<file path="src/rtl/vend_pkg.sv">
package vend_pkg;
  localparam int NUM_COINS = 3;  // index order: 5c, 10c, 25c (priority rises with index)
  localparam int STATE_W   = 4;

  typedef enum logic [STATE_W-1:0] {
    CR_00, CR_05, CR_10, CR_15, CR_20, CR_25, CR_30, CR_35, CR_40, CR_PAID
  } credit_e;

  typedef enum logic [1:0] {
    COIN_NONE, COIN_5, COIN_10, COIN_25
  } coin_e;
endpackage

</file>
<file path="src/rtl/coin_edge.sv">
module coin_edge #(
  parameter int N = 3
) (
  input  logic         clk_i,
  input  logic         rst_ni,
  input  logic [N-1:0] lvl_i,
  output logic [N-1:0] rise_o
);
  logic [N-1:0] prev_q;

  for (genvar g = 0; g < N; g++) begin : g_edge
    always_ff @(posedge clk_i or negedge rst_ni) begin
      if (!rst_ni) prev_q[g] <= 1'b0;
      else         prev_q[g] <= lvl_i[g];
    end
    assign rise_o[g] = lvl_i[g] & ~prev_q[g];
  end
endmodule

</file>
<file path="src/rtl/coin_pick.sv">
module coin_pick
  import vend_pkg::*;
#(
  parameter int N = NUM_COINS
) (
  input  logic [N-1:0] rise_i,
  output coin_e        coin_o
);
  // later (higher-value) index overrides earlier ones
  always_comb begin
    coin_o = COIN_NONE;
    for (int i = 0; i < N; i++) begin
      if (rise_i[i]) coin_o = coin_e'(i + 1);
    end
  end
endmodule

</file>
<file path="src/rtl/credit_fsm.sv">
module credit_fsm
  import vend_pkg::*;
(
  input  logic    clk_i,
  input  logic    rst_ni,
  input  coin_e   coin_i,
  input  logic    sel_regular_i,
  input  logic    sel_diet_i,
  output credit_e state_o,
  output logic    give_regular_o,
  output logic    give_diet_o
);
  credit_e state_q, state_d;
  logic    give_r_d, give_d_d;

  function automatic credit_e on_nickel(credit_e s);
    unique case (s)
      CR_00:   return CR_05;
      CR_05:   return CR_10;
      CR_10:   return CR_15;
      CR_15:   return CR_20;
      CR_20:   return CR_25;
      CR_25:   return CR_30;
      CR_30:   return CR_35;
      CR_35:   return CR_40;
      default: return CR_PAID;
    endcase
  endfunction

  function automatic credit_e on_dime(credit_e s);
    unique case (s)
      CR_00:   return CR_10;
      CR_05:   return CR_15;
      CR_10:   return CR_20;
      CR_15:   return CR_25;
      CR_20:   return CR_30;
      CR_25:   return CR_35;
      CR_30:   return CR_40;
      default: return CR_PAID;
    endcase
  endfunction

  function automatic credit_e on_quarter(credit_e s);
    unique case (s)
      CR_00:   return CR_25;
      CR_05:   return CR_30;
      CR_10:   return CR_35;
      CR_15:   return CR_40;
      default: return CR_PAID;
    endcase
  endfunction

  always_comb begin
    state_d  = state_q;
    give_r_d = 1'b0;
    give_d_d = 1'b0;
    if (state_q == CR_PAID) begin
      if (sel_regular_i) begin
        give_r_d = 1'b1;
        state_d  = CR_00;
      end else if (sel_diet_i) begin
        give_d_d = 1'b1;
        state_d  = CR_00;
      end
    end else begin
      unique case (coin_i)
        COIN_5:  state_d = on_nickel(state_q);
        COIN_10: state_d = on_dime(state_q);
        COIN_25: state_d = on_quarter(state_q);
        default: state_d = state_q;
      endcase
    end
  end

  always_ff @(posedge clk_i or negedge rst_ni) begin
    if (!rst_ni) begin
      state_q        <= CR_00;
      give_regular_o <= 1'b0;
      give_diet_o    <= 1'b0;
    end else begin
      state_q        <= state_d;
      give_regular_o <= give_r_d;
      give_diet_o    <= give_d_d;
    end
  end

  assign state_o = state_q;
endmodule

</file>
<file path="src/rtl/vend_ctrl.sv">
module vend_ctrl
  import vend_pkg::*;
(
  input  logic clk_i,
  input  logic rst_ni,
  input  logic nickel_i,
  input  logic dime_i,
  input  logic quarter_i,
  input  logic sel_regular_i,
  input  logic sel_diet_i,
  output logic give_regular_o,
  output logic give_diet_o
);
  logic [NUM_COINS-1:0] coin_lvl, coin_rise;
  coin_e                coin;
  credit_e              state;

  assign coin_lvl = {quarter_i, dime_i, nickel_i};

  coin_edge #(.N(NUM_COINS)) u_edge (
    .clk_i  (clk_i),
    .rst_ni (rst_ni),
    .lvl_i  (coin_lvl),
    .rise_o (coin_rise)
  );

  coin_pick #(.N(NUM_COINS)) u_pick (
    .rise_i (coin_rise),
    .coin_o (coin)
  );

  credit_fsm u_fsm (
    .clk_i          (clk_i),
    .rst_ni         (rst_ni),
    .coin_i         (coin),
    .sel_regular_i  (sel_regular_i),
    .sel_diet_i     (sel_diet_i),
    .state_o        (state),
    .give_regular_o (give_regular_o),
    .give_diet_o    (give_diet_o)
  );
endmodule

</file>
<file path="config.mk">
export PLATFORM = sky130hd
export DESIGN_NAME = vend_ctrl
export DESIGN_NICKNAME = d
export VERILOG_FILES = /design/src/rtl/vend_pkg.sv /design/src/rtl/coin_edge.sv /design/src/rtl/coin_pick.sv /design/src/rtl/credit_fsm.sv /design/src/rtl/vend_ctrl.sv
export SDC_FILE = /design/constraint.sdc
export NUM_CORES = 1
export LEC_CHECK = 0
export ABC_AREA = 1
export CAP_MARGIN = 25
export CORE_MARGIN = 8
export CORE_UTILIZATION = 50
export CTS_BUF_LIST = sky130_fd_sc_hd__clkbuf_4
export CTS_CLUSTER_SIZE = 24
export DETAILED_ROUTE_END_ITERATION = 16
export PLACE_DENSITY_LB_ADDON = 0.3
export SLEW_MARGIN = 5
export SYNTH_ARGS = -nofsm -noshare
export SYNTH_HDL_FRONTEND = slang
export SYNTH_SLANG_ARGS = --single-unit
export TNS_END_PERCENT = 100
</file>
<file path="constraint.sdc">
create_clock -name clk_i -period 3.7 [get_ports clk_i]
set_input_delay 0.74 -clock clk_i [delete_from_list [all_inputs] [get_ports clk_i]]
set_output_delay 0.74 -clock clk_i [all_outputs]
set_load 0.05 [all_outputs]
</file>
; ---- Yosys cells after proc, flatten, opt, wreduce, memory -nomap -nowiden
; Memory sizes are Yosys's and may differ from the RTL's.
; Index checks and enable logic that the tools add are counted.
[word_totals]
ff_bits = 9
mem_bits_ro = 32
output_inout_bits = 2
wordCells = 42
memories = 1
[mem_list]
columns = name, depth, word_bits, read_ports, rd_clocked_by_memory_dff, write_ports, line
row1 = (no name shown), 8, 4, 1, 0, 0, credit_fsm.sv:17  ; unique case (s)
[op_classes]
eq_ne = 11
n_reduce_logical = 3
muxes = 15
bitwise_logic = 6
[op_table]
columns = cell, count
row1 = $pmux 4 s7, 1
row2 = $mux 4, 4
row3 = $pmux 4 s4, 1
row4 = $eq 4x3->1 const B, 3
row5 = $pmux 4 s3, 1
row6 = $eq 4x2->1 const B, 2
row7 = $mux 1, 6
row8 = $eq 2x2->1 const B, 2
row9 = $eq 4x1->1 const B, 1
row10 = $eq 4x4->1 const B, 1
row11 = $logic_not 4->1, 1
row12 = $mux 2, 2
row13 = $reduce_bool 4->1, 1
row14 = $and 1x1->1, 3
row15 = $ne 3x3->1 const B, 1
row16 = $not 1->1, 3
row17 = $eq 2x1->1 const B, 1
row18 = $reduce_and 2->1, 1

; ---- Longest topological paths before layout
[logic_depth]
depth_word = 8
ltp_mapped = 12

; ---- Hierarchy
; Synthesis repeated with hierarchy kept, for this count alone.
[unflattened]
cells_unflattened = 94
area_unflattened_um2 = 658.1
[by_module_without_submodules]
columns = module, n_inst, cells_each, area_each_um2
row1 = credit_fsm, 1, 80, 534.3
row2 = coin_edge, 1, 9, 105.1
row3 = coin_pick, 1, 5, 18.8

; ---- Worst setup path before layout
; No wires, ideal clock.
[synth_path]
path_kind = input to register
start = input port quarter_i
end = register u_fsm.state_q[0], in the netlist u_fsm.state_o[0]
required_time_ns = 3.583
n_path_buf = 0
setup_time_ns = 0.117
slack_ns = 2.319
stages = 8
arrival_ns = 1.265
cell_sequence = inv_1 > nor2_2 > nor2_1 > nand3_1 > nand2_1 > nor2_1 > nand2_1 > nand2_1
[synth_via]
elab_chain_len = 5
elab_cells_between_ends = 9
classes_between = 3 x eq/ne / 3 x mux / 1 x bitwise / 2 x reduce/logical
[synth_rtl]
columns = element, line
row1 = "start, declared", vend_ctrl.sv:8  ; input logic quarter_i,
row2 = $and 1x1->1 (*), coin_edge.sv:16  ; assign rise_o[g] = lvl_i[g] & ~prev_q[g];
row3 = $mux 2 (*), coin_pick.sv:13  ; if (rise_i[i]) coin_o = coin_e'(i + 1);
row4 = $eq 2x2->1 / $eq 2x1->1 (equally long branches), n/a
row5 = $pmux 4 s3 / $reduce_bool 4->1 (equally long branches), n/a
row6 = $mux 4 / $reduce_and 2->1 (equally long branches), n/a
row7 = "end signal, assigned", credit_fsm.sv:81  ; state_q <= state_d;
row8 = "end, declared", credit_fsm.sv:13  ; credit_e state_q, state_d;
; Every way passes the cells marked *; elsewhere a longest branch is shown, timed or not.
; A chain may end at the register's enable or synchronous reset.

; ---- Worst setup path in the final report
[layout_path]
start = register u_fsm.give_regular_o
end = output port give_regular_o
[layout_lines]
columns = element, line
row1 = "start, declared", credit_fsm.sv:10  ; output logic give_regular_o,
row2 = "start signal, assigned", credit_fsm.sv:82  ; give_regular_o <= give_r_d;
row3 = "end, declared", vend_ctrl.sv:11  ; output logic give_regular_o,
; No word-level cell between the ends.

==> impl_metrics.xml <==
<?xml version="1.0" encoding="UTF-8"?>
<metrics>
  <group name="outcome">
    <metric name="outcome" unit="">completed</metric>
  </group>
  <group name="detailed_routing">
    <metric name="vias_per_cell" unit="">5.27</metric>
    <metric name="maxUsedRoutingLayer" unit="">met4</metric>
    <metric name="drt_first_iter_violations" unit="">42</metric>
    <metric name="detail_route.first_pass.iterations" unit="">4</metric>
    <metric name="antenna_left" unit="">0</metric>
    <metric name="route.final.wire_length" unit="mm">1.53</metric>
    <metric name="post-route-drc-count" unit="">0</metric>
    <metric name="met3WireLength" unit="um">150</metric>
    <metric name="route.vias.total" unit="">643</metric>
    <metric name="routed_length_on_met2" unit="um">708</metric>
    <metric name="avgRoutedWirePerCell" unit="um">12.5</metric>
    <metric name="wl_met1" unit="um">647</metric>
  </group>
  <group name="timing">
    <metric name="finalSetupViolations" unit="">0</metric>
    <metric name="timing.clock.skew" unit="ns">0.00177</metric>
    <metric name="maxSlewHeadroom" unit="%">66.9</metric>
    <metric name="final-hold-violation-count" unit="">0</metric>
    <metric name="finalMaxSlewViolations" unit="">0</metric>
    <metric name="rsz0062_at_grt" unit="">no</metric>
    <metric name="worstMarginPinSlew" unit="ns">0.494</metric>
    <metric name="clock.fmax" unit="MHz">472</metric>
    <metric name="timing.final.crit_share" unit="%">57.3</metric>
    <metric name="final.min_clock_period" unit="ns">2.12</metric>
    <metric name="setup_tns" unit="ns">0</metric>
  </group>
  <group name="global_routing">
    <metric name="grt_util_all_layers" unit="%">12.3</metric>
    <metric name="grt_pass1_wl" unit="mm">2.64</metric>
    <metric name="antenna_found_initial" unit="">0</metric>
    <metric name="grt_remaining_overflow" unit="">0</metric>
    <metric name="grt_start_max_net_pins" unit="">10</metric>
    <metric name="vias_in_the_first_global_route" unit="">594</metric>
  </group>
  <group name="synth">
    <metric name="post-synth-top-area-fraction" unit="%">32.3</metric>
    <metric name="postSynthAreaPerCell" unit="sq um">7.27</metric>
    <metric name="yosys-top-cells-area" unit="">dfrtp_1 (32%), nand2_1 (14%), ha_1 (9.0%)</metric>
    <metric name="syn-num-nets" unit="">108</metric>
    <metric name="seq_area_frac_synth" unit="%">32.3</metric>
    <metric name="cell_type_with_the_highest_aggregate_area_in_the_netlist" unit="">dfrtp_1</metric>
    <metric name="netlist_instances" unit="">96</metric>
    <metric name="postSynthRegisterBits" unit="">9</metric>
    <metric name="yosys_warnings" unit="">0</metric>
    <metric name="synthesized_cell_area" unit="sq um">698</metric>
    <metric name="yosys.cell_types.count" unit="">21</metric>
  </group>
  <group name="die">
    <metric name="placementRows" unit="">13</metric>
    <metric name="num_io_pins" unit="">9</metric>
    <metric name="die_width" unit="um">53.4</metric>
    <metric name="core_area" unit="sq um">1300</metric>
    <metric name="die_area" unit="sq um">2850</metric>
    <metric name="initial_standard_cell_utilization_of_the_core" unit="%">53.7</metric>
    <metric name="die_h" unit="um">53.4</metric>
  </group>
  <group name="layout">
    <metric name="final_cell_mix" unit="">nand2_1 (26), inv_1 (13), nand3_1 (11), dfrtp_1 (9)</metric>
    <metric name="num-fill-cells" unit="">117</metric>
    <metric name="final_common_cell" unit="">nand2_1</metric>
    <metric name="fin_util" unit="%">62.7</metric>
    <metric name="area.growth.synth_to_final" unit="%">16.8</metric>
    <metric name="finish.net_count" unit="">120</metric>
    <metric name="layout-drive-gt1-share" unit="%">16.8</metric>
    <metric name="n_antenna_cell" unit="">0</metric>
  </group>
  <group name="clock_tree">
    <metric name="cts.sinks" unit="">9</metric>
    <metric name="postCtsHoldBufs" unit="">0</metric>
    <metric name="ctsLongestPathBuffers" unit="">2</metric>
    <metric name="tritoncts" unit="">done</metric>
    <metric name="clkLatencyLatePin" unit="ns">0.27</metric>
    <metric name="cts-root-buf" unit="">clkbuf_4</metric>
    <metric name="cts_made_buffers" unit="">3</metric>
    <metric name="h_tree_levels" unit="">1</metric>
    <metric name="post_cts.resized_instances" unit="">0</metric>
    <metric name="cts.clk_slew.worst_paths" unit="ns">0.07</metric>
    <metric name="cts_setup_buffers" unit="">0</metric>
  </group>
  <group name="critical_path">
    <metric name="setup.worst_path.start_class" unit="">flip-flop</metric>
    <metric name="crit_path_top_delay_cell" unit="">clkdlybuf4s50_1</metric>
    <metric name="cp-end-kind" unit="">output pin</metric>
    <metric name="timing.critical_path.slowest_cell_delay" unit="ns">0.79</metric>
    <metric name="timing.critical_path.required" unit="ns">2.96</metric>
    <metric name="crit-reg2reg-capture" unit="">u_fsm.state_o[2]</metric>
    <metric name="crit_buf_inv" unit="">1</metric>
    <metric name="crit_arrival" unit="ns">1.38</metric>
    <metric name="crit_fanout" unit="">1</metric>
    <metric name="worstReg2RegStart" unit="">u_fsm.state_o[0]</metric>
    <metric name="path_class" unit="">flip-flop to output pin</metric>
    <metric name="critical-path-top-delay-family" unit="">buffers and inverters</metric>
    <metric name="worst-r2r-setup-slack" unit="ns">2.19</metric>
    <metric name="crit_chain" unit="">clkdlybuf4s50_1</metric>
    <metric name="ff2ff_path_depth" unit="">12</metric>
  </group>
  <group name="pwr">
    <metric name="power_per_cell_area" unit="nW/um^2">688</metric>
    <metric name="irDropWorstVdd" unit="V">0.000380</metric>
    <metric name="total_leakage_power" unit="nW">0.444</metric>
  </group>
  <group name="place">
    <metric name="place.detailed.hpwl" unit="mm">1.12</metric>
    <metric name="place.gp.congestion" unit="">0.902</metric>
    <metric name="buffer_ports.inserted" unit="">8</metric>
  </group>
  <group name="flow_run">
    <metric name="cap_viol_max_count" unit="">0</metric>
  </group>
  <group name="hold_path">
    <metric name="hold_depth" unit="">2</metric>
    <metric name="end_point_of_the_most_critical_hold_path" unit="">u_fsm.state_o[1]</metric>
    <metric name="min-delay-start" unit="">u_fsm.state_o[1]</metric>
    <metric name="hp-class" unit="">flip-flop to flip-flop</metric>
  </group>
</metrics>
[area by class of cell]
cell class / count / area [sq um] / share of cell area [%]
clock buffer: 4 / 30.0 / 3.68
sequential: 9 / 225 / 27.6
tap: 15 / 18.8 / 2.30
timing repair buffer: 8 / 80.1 / 9.82
inverter: 15 / 56.3 / 6.90
multi-input combinational: 71 / 405 / 49.7
[logic make-up after synthesis]
| family | count (synthesis) | synth area share (%) |
|---|---|---|
| adders and majority gates | 5 | 8.96 |
| DFF | 9 | 32.3 |
| buffers and inverters | 16 | 9.68 |
| AOI/OAI and AO/OA | 7 | 7.71 |
| and+or+nand+nor | 59 | 41.4 |
[sequential cells by signal (all words and copies together) (netlist names)]
signal	flops
u_fsm.state_o	4
u_fsm.give_regular_o	1
u_fsm.give_diet_o	1
u_edge.prev_q	3
[report_power, final]
part           switching (W)  internal, W
clock              0.0000393    0.0000491
combinational       0.000196     0.000114
sequential         0.0000403     0.000123
[worst register-to-register path, cell delays in order, from the launching register on]
cell and delay (ns):
dfrtp_1 0.45, inv_1 0.11, ha_1 0.22, inv_1 0.09
nand2_1 0.09, nand2_2 0.08, nand2_2 0.06, nand2_2 0.06
nand2_1 0.05, inv_1 0.04, nand2_1 0.06, nand2_1 0.06
nand2_1 0.04
[Yosys cell counts (all sizes together)]
library cell	instances
o21a	1
clkinv	1
nor2	10
nand3	13
a21oi	3
o211ai	1
dfrtp	9
nand2	34
inv	14
nand4	1
ha	5
o21ai	1
buf	1
nand3b	1
o21bai	1
[per-layer routing]
layer,global-route usage [%],vias up
met4,2.94,0
li1,-,323
met1,15.1,282
met2,19.5,34
met5,0,-
met3,4.76,4
[per-stage QoR]
stage	instances	total power (W)	hold slack (ns)	setup WS [ns]	area, sq um
after global placement	118	0.000464	0.593	1.72	786
after global routing	122	0.000610	0.650	1.55	816
after floorplan	96	0.000408	0.444	2.32	698
after CTS	122	0.000559	0.614	1.57	816
final	122	0.000561	0.602	1.58	816
after detailed placement	118	0.000467	0.596	1.72	786
[worst max-delay path by stage]
stage | to | start | depth (start not counted)
finish | give_regular_o | u_fsm.give_regular_o | 1
global route | give_regular_o | u_fsm.give_regular_o | 1
CTS | give_regular_o | u_fsm.give_regular_o | 1
detailed placement | u_fsm.state_o[1] | quarter_i | 8
global placement | u_fsm.state_o[1] | quarter_i | 8
floorplan | u_fsm.state_o[0] | quarter_i | 8
No activity file was read; power rests on OpenSTA's default activity.
